==> src/rtl/rpc_pkg.sv <==
// Package: shared types for the reciprocal measurement cell.
// Assumes nothing beyond IEEE 1800-2017 synthesizable subset.
package rpc_pkg;
    // Kind of clock counted inside a measurement window.
    typedef enum logic {
        MEAS_ELAPSED = 1'b0,
        MEAS_HIGH    = 1'b1
    } meas_mode_e;
endpackage

==> src/rtl/rpc_edge_detect.sv <==
// Registers the measured input once and flags a rising edge.
// Assumes a_in is already synchronous to clk.
module rpc_edge_detect (
    input  logic clk,
    input  logic rst_n,
    input  logic a_in,
    output logic level,
    output logic rise
);
    logic a_q;
    logic a_prev;

    // Two-stage history of the input for edge detection.
    always_ff @(posedge clk) begin
        if (!rst_n) begin
            a_q    <= 1'b0;
            a_prev <= 1'b0;
        end else begin
            a_q    <= a_in;
            a_prev <= a_q;
        end
    end

    assign level = a_q;
    assign rise  = a_q & ~a_prev;
endmodule

==> src/rtl/rpc_window_ctrl.sv <==
// Tracks whole periods of the input and marks window start and end.
// A window opens on a rising edge and closes on the rising edge that
// completes the requested number of periods. That same edge opens the
// next window. A period count of zero is handled as one.
module rpc_window_ctrl #(
    parameter int CNT_W = 32
) (
    input  logic             clk,
    input  logic             rst_n,
    input  logic             en,
    input  logic             rise,
    input  logic [CNT_W-1:0] n_periods,
    output logic             active,
    output logic             start,
    output logic             publish
);
    localparam logic [CNT_W-1:0] ONE = CNT_W'(1);

    logic [CNT_W-1:0] per_cnt;
    logic [CNT_W-1:0] per_next;
    logic [CNT_W-1:0] goal;
    logic             last;

    assign goal     = (n_periods == '0) ? ONE : n_periods;
    assign per_next = per_cnt + ONE;
    assign last     = (per_next == goal);
    assign start    = en & rise & (~active | last);
    assign publish  = en & rise & active & last;

    // Window activity and completed-period counting.
    always_ff @(posedge clk) begin
        if (!rst_n || !en) begin
            active  <= 1'b0;
            per_cnt <= '0;
        end else if (rise) begin
            active  <= 1'b1;
            per_cnt <= (!active || last) ? '0 : per_next;
        end
    end
endmodule

==> src/rtl/rpc_accum.sv <==
// Counts clocks inside the current window. In elapsed mode every clock
// counts; in high-time mode only clocks with the input high count. The
// edge cycle that opens a window is the window's first clock.
module rpc_accum #(
    parameter int CNT_W = 32
) (
    input  logic                clk,
    input  logic                rst_n,
    input  logic                en,
    input  rpc_pkg::meas_mode_e mode,
    input  logic                level,
    input  logic                active,
    input  logic                start,
    output logic [CNT_W-1:0]    acc
);
    logic [CNT_W-1:0] inc;

    assign inc = (mode == rpc_pkg::MEAS_ELAPSED) ? CNT_W'(1) : CNT_W'(level);

    // Accumulator: reload on window start, add while active.
    always_ff @(posedge clk) begin
        if (!rst_n || !en) begin
            acc <= '0;
        end else if (start) begin
            acc <= CNT_W'(1);
        end else if (active) begin
            acc <= acc + inc;
        end
    end
endmodule

==> src/rtl/rpc_result.sv <==
// Holds the published result, the event flag and the overrun status.
// A new result always overwrites the old one; acknowledge clears both
// flags unless a publish in the same cycle sets the event again.
module rpc_result #(
    parameter int CNT_W = 32
) (
    input  logic             clk,
    input  logic             rst_n,
    input  logic             publish,
    input  logic             ack,
    input  logic [CNT_W-1:0] acc,
    output logic [CNT_W-1:0] z_out,
    output logic             evt,
    output logic             ovr
);
    // Result capture plus event and overrun bookkeeping.
    always_ff @(posedge clk) begin
        if (!rst_n) begin
            z_out <= '0;
            evt   <= 1'b0;
            ovr   <= 1'b0;
        end else if (publish) begin
            z_out <= acc;
            evt   <= 1'b1;
            if (evt && !ack) begin
                ovr <= 1'b1;
            end else if (ack) begin
                ovr <= 1'b0;
            end
        end else if (ack) begin
            evt <= 1'b0;
            ovr <= 1'b0;
        end
    end
endmodule

==> src/rtl/recip_period_cell.sv <==
// Top level of the whole-period measurement cell. It chains the edge
// detector, the window controller, the accumulator and the result
// holder. Input a_in must already be synchronous to clk.
module recip_period_cell #(
    parameter int CNT_W = 32
) (
    input  logic             clk,
    input  logic             rst_n,
    input  logic             en,
    input  logic             mode,
    input  logic             a_in,
    input  logic [CNT_W-1:0] n_periods,
    input  logic             ack,
    output logic [CNT_W-1:0] z_out,
    output logic             evt,
    output logic             ovr
);
    logic             level;
    logic             rise;
    logic             active;
    logic             start;
    logic             publish;
    logic [CNT_W-1:0] acc;
    rpc_pkg::meas_mode_e mode_e;

    assign mode_e = rpc_pkg::meas_mode_e'(mode);

    rpc_edge_detect edge_i (
        .clk   (clk),
        .rst_n (rst_n),
        .a_in  (a_in),
        .level (level),
        .rise  (rise)
    );

    rpc_window_ctrl #(.CNT_W(CNT_W)) win_i (
        .clk       (clk),
        .rst_n     (rst_n),
        .en        (en),
        .rise      (rise),
        .n_periods (n_periods),
        .active    (active),
        .start     (start),
        .publish   (publish)
    );

    rpc_accum #(.CNT_W(CNT_W)) acc_i (
        .clk    (clk),
        .rst_n  (rst_n),
        .en     (en),
        .mode   (mode_e),
        .level  (level),
        .active (active),
        .start  (start),
        .acc    (acc)
    );

    rpc_result #(.CNT_W(CNT_W)) res_i (
        .clk     (clk),
        .rst_n   (rst_n),
        .publish (publish),
        .ack     (ack),
        .acc     (acc),
        .z_out   (z_out),
        .evt     (evt),
        .ovr     (ovr)
    );
endmodule

==> config.mk <==
export PLATFORM = sky130hd
export DESIGN_NAME = recip_period_cell
export DESIGN_NICKNAME = d
export VERILOG_FILES = /design/src/rtl/rpc_pkg.sv /design/src/rtl/rpc_edge_detect.sv /design/src/rtl/rpc_window_ctrl.sv /design/src/rtl/rpc_accum.sv /design/src/rtl/rpc_result.sv /design/src/rtl/recip_period_cell.sv
export SDC_FILE = /design/constraint.sdc
export NUM_CORES = 1
export LEC_CHECK = 0
export BUFFER_PORTS_ARGS = -buffer_cell sky130_fd_sc_hd__buf_2
export CELL_PAD_IN_SITES_DETAIL_PLACEMENT = 0
export CELL_PAD_IN_SITES_GLOBAL_PLACEMENT = 1
export CORE_MARGIN = 4
export CORE_UTILIZATION = 47
export DETAILED_ROUTE_END_ITERATION = 10
export PLACE_DENSITY_LB_ADDON = 0.1
export SLEW_MARGIN = 25
export SYNTH_ARGS = -nofsm -noshare
export SYNTH_HDL_FRONTEND = slang
export SYNTH_SLANG_ARGS = --single-unit
==> constraint.sdc <==
create_clock -name clk -period 7.8 [get_ports clk]
set_clock_uncertainty 0.1 [all_clocks]
set_input_delay 1.17 -clock clk [delete_from_list [all_inputs] [get_ports clk]]
set_output_delay 1.17 -clock clk [all_outputs]
set_load 0.02 [all_outputs]
-- After elaboration in Yosys (flattened, before gate mapping)
Cells that the tools add are included.
- mux-type cells: 10
- reduce and logical (&&, ||, !) cells: 11
- bitwise logic cells: 8
- $add $sub $neg: 2
- eq/ne operators: 1
- operator list (cell ; number):
    32-bit two-way mux ; 2
    32-bit by 1-bit adder with 32-bit output ; 1
    32-bit by 1-bit adder with 32-bit output, second input constant ; 1
    32-bit == test ; 1
    32-bit logical NOT ; 1
    1-bit two-way mux ; 8
    1-bit AND ; 5
    1-bit logical NOT ; 4
    2-bit nonzero test ; 2
    1-bit logical OR ; 2
    1-bit NOT ; 2
    2-bit OR reduction ; 1
    1-bit logical AND ; 1
    1-bit OR ; 1
- register bits: 101
- input port bits: 38
- logic and storage cells: 41
- output and inout port bits: 34

-- Logic depth before layout (Yosys ltp)
- depth in word-level cells: 6
- mapped depth: 13
- mapped depth without buffers: 11

-- Cells and area by module
Synthesis repeated with hierarchy kept, for this count alone.
- cell total of the unflattened synthesis: 679
- area total of the unflattened synthesis: 5911.9 um2
- by module, submodules not included (module ; instances ; seq. area each (um2) ; cells each ; area an instance (um2)):
    rpc_window_ctrl ; 1 ; 660.6 ; 376 ; 2891.5
    rpc_accum ; 1 ; 640.6 ; 189 ; 1635.3
    rpc_result ; 1 ; 680.7 ; 109 ; 1318.8
    rpc_edge_detect ; 1 ; 40.0 ; 5 ; 66.3

-- Worst setup path before layout
Ideal clock, no wire load.
- path kind: input to register
- start point: input n_periods[17]
- end point: register res_i.z_out[10]
- arrival: 3.226 ns
- required time: 7.584 ns
- path slack: 4.358 ns
- cell stages on the path: 11
- setup time: 0.116 ns
- cell sequence: xor2_1 -> a221oi_1 -> o2111ai_1 -> a311o_1 -> nor4_1 -> and4_2 -> and3_1 -> buf_6 -> buf_8 -> mux2i_1 -> nor2b_1
- cells in the longest elaborated chain, start to end: 4
- RTL lines (item ; RTL line ; RTL):
    start, declared ; recip_period_cell.sv:12 ; input logic [CNT_W-1:0] n_periods,
    32-bit logical NOT ; rpc_window_ctrl.sv:24 ; assign goal = (n_periods == '0) ? ONE : n_periods;
    32-bit two-way mux (*) ; rpc_window_ctrl.sv:24 ;
    32-bit == test (*) ; rpc_window_ctrl.sv:26 ; assign last = (per_next == goal);
    1-bit AND (*) ; rpc_window_ctrl.sv:28 ; assign publish = en & rise & active & last;
    end signal, assigned ; rpc_result.sv:19 ; z_out <= '0;
    end signal, assigned ; rpc_result.sv:23 ; z_out <= acc;
    end, declared ; rpc_result.sv:12 ; output logic [CNT_W-1:0] z_out,
Every way passes the cells marked *; elsewhere a longest branch is shown, timed or not.
A chain may end at the register's enable or synchronous reset.

-- Worst setup path in the final report
- start point: register win_i.per_cnt[0]
- end point: register acc_i.acc[27]
- cells in the longest elaborated chain, start to end: 5
- RTL lines (item ; RTL line ; RTL):
    start, declared ; rpc_window_ctrl.sv:19 ; logic [CNT_W-1:0] per_cnt;
    start signal, assigned ; rpc_window_ctrl.sv:37 ; per_cnt <= (!active || last) ? '0 : per_next;
    32-bit by 1-bit adder with 32-bit output ; rpc_window_ctrl.sv:25 ; assign per_next = per_cnt + ONE;
    32-bit == test ; rpc_window_ctrl.sv:26 ;
    1-bit OR ; rpc_window_ctrl.sv:27 ; assign start = en & rise & (~active | last);
    1-bit AND ; rpc_window_ctrl.sv:27 ;
    2-bit OR reduction (no line) ; n/a ;
    end signal, assigned ; rpc_accum.sv:27 ; acc <= acc + inc;
    end, declared ; rpc_accum.sv:14 ; output logic [CNT_W-1:0] acc
Every way passes these cells.

==> run_summary.xml <==
<?xml version="1.0" encoding="UTF-8"?>
<metrics>
  <group name="power_and_ir_drop">
    <metric name="largest_vdd_supply_drop" unit="mV">0.106</metric>
    <metric name="power.net_switching" unit="mW">0.245</metric>
    <metric name="power_frac_clock" unit="%">45.2</metric>
    <metric name="switching_power_as_a_share_of_total_power" unit="%">23.2</metric>
    <metric name="internal-power" unit="mW">0.809</metric>
    <metric name="logic_gate_share_of_total_power" unit="%">5.7</metric>
    <metric name="cellPowerDensity" unit="mW/mm^2">166</metric>
    <metric name="seq_power_share" unit="%">49.1</metric>
    <metric name="power.leakage" unit="nW">2.20</metric>
  </group>
  <group name="cells_and_area">
    <metric name="areaGrowthSynthToFinish" unit="%">11.6</metric>
    <metric name="final_util" unit="%">54.6</metric>
    <metric name="layout-drive-gt1-share" unit="%">15.5</metric>
    <metric name="fillerInstances" unit="">1099</metric>
    <metric name="diodes" unit="">0</metric>
    <metric name="finish.net_count" unit="">757</metric>
  </group>
  <group name="floorplan">
    <metric name="fp.dieArea" unit="sq mm">0.0139</metric>
    <metric name="start_util" unit="%">48.9</metric>
    <metric name="total_core_area" unit="sq mm">0.0116</metric>
    <metric name="pin_count" unit="">72</metric>
    <metric name="floorplan.die.height" unit="um">118</metric>
    <metric name="rows" unit="">39</metric>
    <metric name="x_dimension_of_the_die" unit="um">118</metric>
  </group>
  <group name="clock_network">
    <metric name="cts_root_buffer" unit="">clkbuf_16</metric>
    <metric name="holdBufCountCts" unit="">0</metric>
    <metric name="post_cts_resize_count" unit="">0</metric>
    <metric name="cts_post_setup_buffers_inserted" unit="">0</metric>
    <metric name="worst_skew_pair.late_latency" unit="ns">0.34</metric>
    <metric name="cts_tree" unit="">built</metric>
    <metric name="cts.htree.levels" unit="">3</metric>
    <metric name="clkSlewWorstSetupHoldPaths" unit="ns">0.07</metric>
    <metric name="clock_path_buffers" unit="">2</metric>
    <metric name="cts_buffers" unit="">9</metric>
    <metric name="numClockSinks" unit="">101</metric>
  </group>
  <group name="global_routing">
    <metric name="grt_overflow_total" unit="">0</metric>
    <metric name="groute.usage.overall" unit="%">20.9</metric>
    <metric name="pin_count_of_the_biggest_net_entering_global_routing" unit="">43</metric>
    <metric name="wire_length_of_the_first_global_routing_pass" unit="mm">24.1</metric>
    <metric name="number_of_antenna_violations_at_the_first_check_in_global_routing" unit="">0</metric>
    <metric name="vias_in_the_first_global_route" unit="">4802</metric>
  </group>
  <group name="synthesis">
    <metric name="synth_area" unit="sq mm">0.00568</metric>
    <metric name="postSynth.asyncResetShare" unit="%">0</metric>
    <metric name="top_post_synthesis_cells_by_area" unit="">dfxtp_1, xnor2_1, mux2i_1</metric>
    <metric name="synth_edf_count" unit="">0</metric>
    <metric name="synth.largest_area_cell" unit="">dfxtp_1</metric>
    <metric name="yosys.area.top_type_share" unit="%">35.6</metric>
    <metric name="ys_ff_latch" unit="">101</metric>
    <metric name="post_synth.cell_area_avg" unit="sq um">8.44</metric>
    <metric name="mapped_cells" unit="">673</metric>
    <metric name="synth_cell_type_count" unit="">58</metric>
    <metric name="synthMostInstantiatedCell" unit="">dfxtp_1</metric>
    <metric name="top_flip_flop_cell_by_instance_count_after_synthesis" unit="">dfxtp_1</metric>
    <metric name="synth-warning-count" unit="">0</metric>
    <metric name="yosys-top-cells-count" unit="">dfxtp_1, nor2_1, nand2_1</metric>
    <metric name="synth_fp_nets" unit="">714</metric>
    <metric name="synth_sequential_area_ratio" unit="%">35.6</metric>
  </group>
  <group name="setup_path">
    <metric name="worstSetupPathType" unit="">reg2reg</metric>
    <metric name="critical_path.max_fanout" unit="">31</metric>
    <metric name="slowest_stage_delay_on_critical_path" unit="ns">0.57</metric>
    <metric name="critical_path_arrival" unit="ns">4.50</metric>
    <metric name="timing.critical_path.from_type" unit="">register</metric>
    <metric name="cp_data_required_time" unit="ns">7.92</metric>
    <metric name="crit_path_top_delay_cell" unit="">o21ai_2</metric>
    <metric name="crit_chain" unit="">ha_1 &gt; nand3_1 &gt; nor3_2 &gt; and4_1 &gt; nor3b_1 &gt; nor4_1 &gt; nor3b_2 &gt; a21oi_2 &gt; o21ai_2 &gt; buf_4 &gt; nor2_1</metric>
    <metric name="critPathCaptureType" unit="">register</metric>
  </group>
  <group name="place">
    <metric name="place_hpwl" unit="mm">10.3</metric>
    <metric name="placement.io_buffers" unit="">71</metric>
    <metric name="gpl.final_weighted_congestion" unit="">1.02</metric>
  </group>
  <group name="route">
    <metric name="number_of_nets_with_antenna_violations_after_detailed_routing" unit="">0</metric>
    <metric name="wl" unit="mm">14.3</metric>
    <metric name="pre_repair_dr_iteration_count" unit="">5</metric>
    <metric name="drt_drc_violations_left" unit="">0</metric>
    <metric name="via_count" unit="">4974</metric>
    <metric name="drt-vias-per-instance" unit="">5.76</metric>
    <metric name="drt_iter0_markers" unit="">342</metric>
    <metric name="routed_wire_length_per_instance" unit="um">16.6</metric>
  </group>
  <group name="sta">
    <metric name="layout_worst_path_cycle_share" unit="%">56.1</metric>
    <metric name="final.setup.tns" unit="ns">0</metric>
    <metric name="grt_setup_unrepaired" unit="">no</metric>
    <metric name="finalMaxSlewViolations" unit="">0</metric>
    <metric name="achievable-frequency" unit="GHz">0.228</metric>
    <metric name="max-slew-margin-rel" unit="%">32.1</metric>
    <metric name="final-hold-violation-count" unit="">0</metric>
    <metric name="worst-slew-pin-transition" unit="ns">1.02</metric>
    <metric name="timing.final.crit_period" unit="ns">4.38</metric>
    <metric name="finalSetupViolations" unit="">0</metric>
  </group>
  <group name="job">
    <metric name="max_cap_violations" unit="">0</metric>
  </group>
  <group name="outcome">
    <metric name="result_of_the_run" unit="">completed</metric>
  </group>
  <group name="hold_path">
    <metric name="min-delay-path-class" unit="">reg2reg</metric>
  </group>
</metrics>
registers in the layout, indices dropped and copies added (netlist names):
| register | count |
|---|---|
| win_i.per_cnt | 32 |
| win_i.active | 1 |
| acc_i.acc | 32 |
| res_i.ovr | 1 |
| res_i.evt | 1 |
| edge_i.level | 1 |
| res_i.z_out | 32 |
| edge_i.a_prev | 1 |
cells by family after synthesis:
| group | after synthesis | synth area share [%] |
|---|---|---|
| flops | 101 | 35.6 |
| buf+inv | 53 | 4.72 |
| compound gates | 77 | 8.79 |
| simple gates | 325 | 31.8 |
| mux | 36 | 6.39 |
| fa+ha+maj | 3 | 0.661 |
| xor+xnor | 78 | 12.0 |
stage by stage:
stage / cell area (sq um) / power (mW) / hold WS, ns / instances / setup slack [ns]
floorplan: 5680 / 0.564 / 0.360 / 673 / 4.36
global placement: 6020 / 0.588 / 0.386 / 848 / 3.20
detailed placement: 6020 / 0.589 / 0.403 / 848 / 3.15
CTS: 6340 / 1.07 / 0.418 / 864 / 3.45
global route: 6340 / 1.09 / 0.439 / 864 / 3.02
finish: 6340 / 1.05 / 0.413 / 864 / 3.42
placed cells by master (no fill, tap or decap), drive strengths merged, types with 22 or more instances in the layout:
cell,instances
dfxtp,101
buf,76
nor2,71
nand2,59
xnor2,44
nor2b,37
xor2,34
mux2i,34
nand3,32
nand4,28
nor4,24
a21oi,22
final cells by class:
class | count | area (sq um) | share of cell area (%)
clock buffers | 11 | 253 | 3.99
repair buffers | 76 | 393 | 6.20
inverters | 9 | 33.8 | 0.533
multi-input cells | 519 | 3390 | 53.5
flip-flops and latches | 101 | 2020 | 31.9
well taps | 143 | 179 | 2.82
clock inverters | 5 | 68.8 | 1.09
worst max-delay path, delay by kind of cell, from the launching register on:
kind | cells | cell delay, ns
AOI/OAI and AO/OA | 2 | 0.68
adders and majority gates | 1 | 0.33
buffers and inverters | 1 | 0.45
DFF | 1 | 0.51
and+or+nand+nor | 7 | 2.16
layer usage:
| layer | vias up | share of wire [%] | track usage (%) |
|---|---|---|---|
| met3 | 25 | 4.2 | 3.94 |
| met5 | - | 0 | 0 |
| met4 | 0 | 2.2 | 6.52 |
| met2 | 130 | 47 | 35.0 |
| li1 | 2461 | - | - |
| met1 | 2358 | 47 | 27.3 |
path summary, 6_finish.rpt:
path	startpoint	to	slack (ns)	cells after the start
worst max-delay path	win_i.per_cnt[0]	acc_i.acc[27]	3.42	11
worst min-delay path	res_i.z_out[15]	res_i.z_out[15]	0.41	2
worst max register to register	win_i.per_cnt[0]	acc_i.acc[27]	3.42	11
worst min register to register	res_i.z_out[15]	res_i.z_out[15]	0.41	2
power by group through the flow:
stage          sequential, mW  clock [mW]  combinational [mW]
2_1_floorplan           0.529           0              0.0349
3_3_place_gp            0.529           0              0.0591
6_report                0.517       0.476              0.0606
5_1_grt                 0.517       0.507              0.0660
3_5_place_dp            0.529           0              0.0600
4_1_cts                 0.517       0.489              0.0602
No activity file was read; power rests on OpenSTA's default activity.
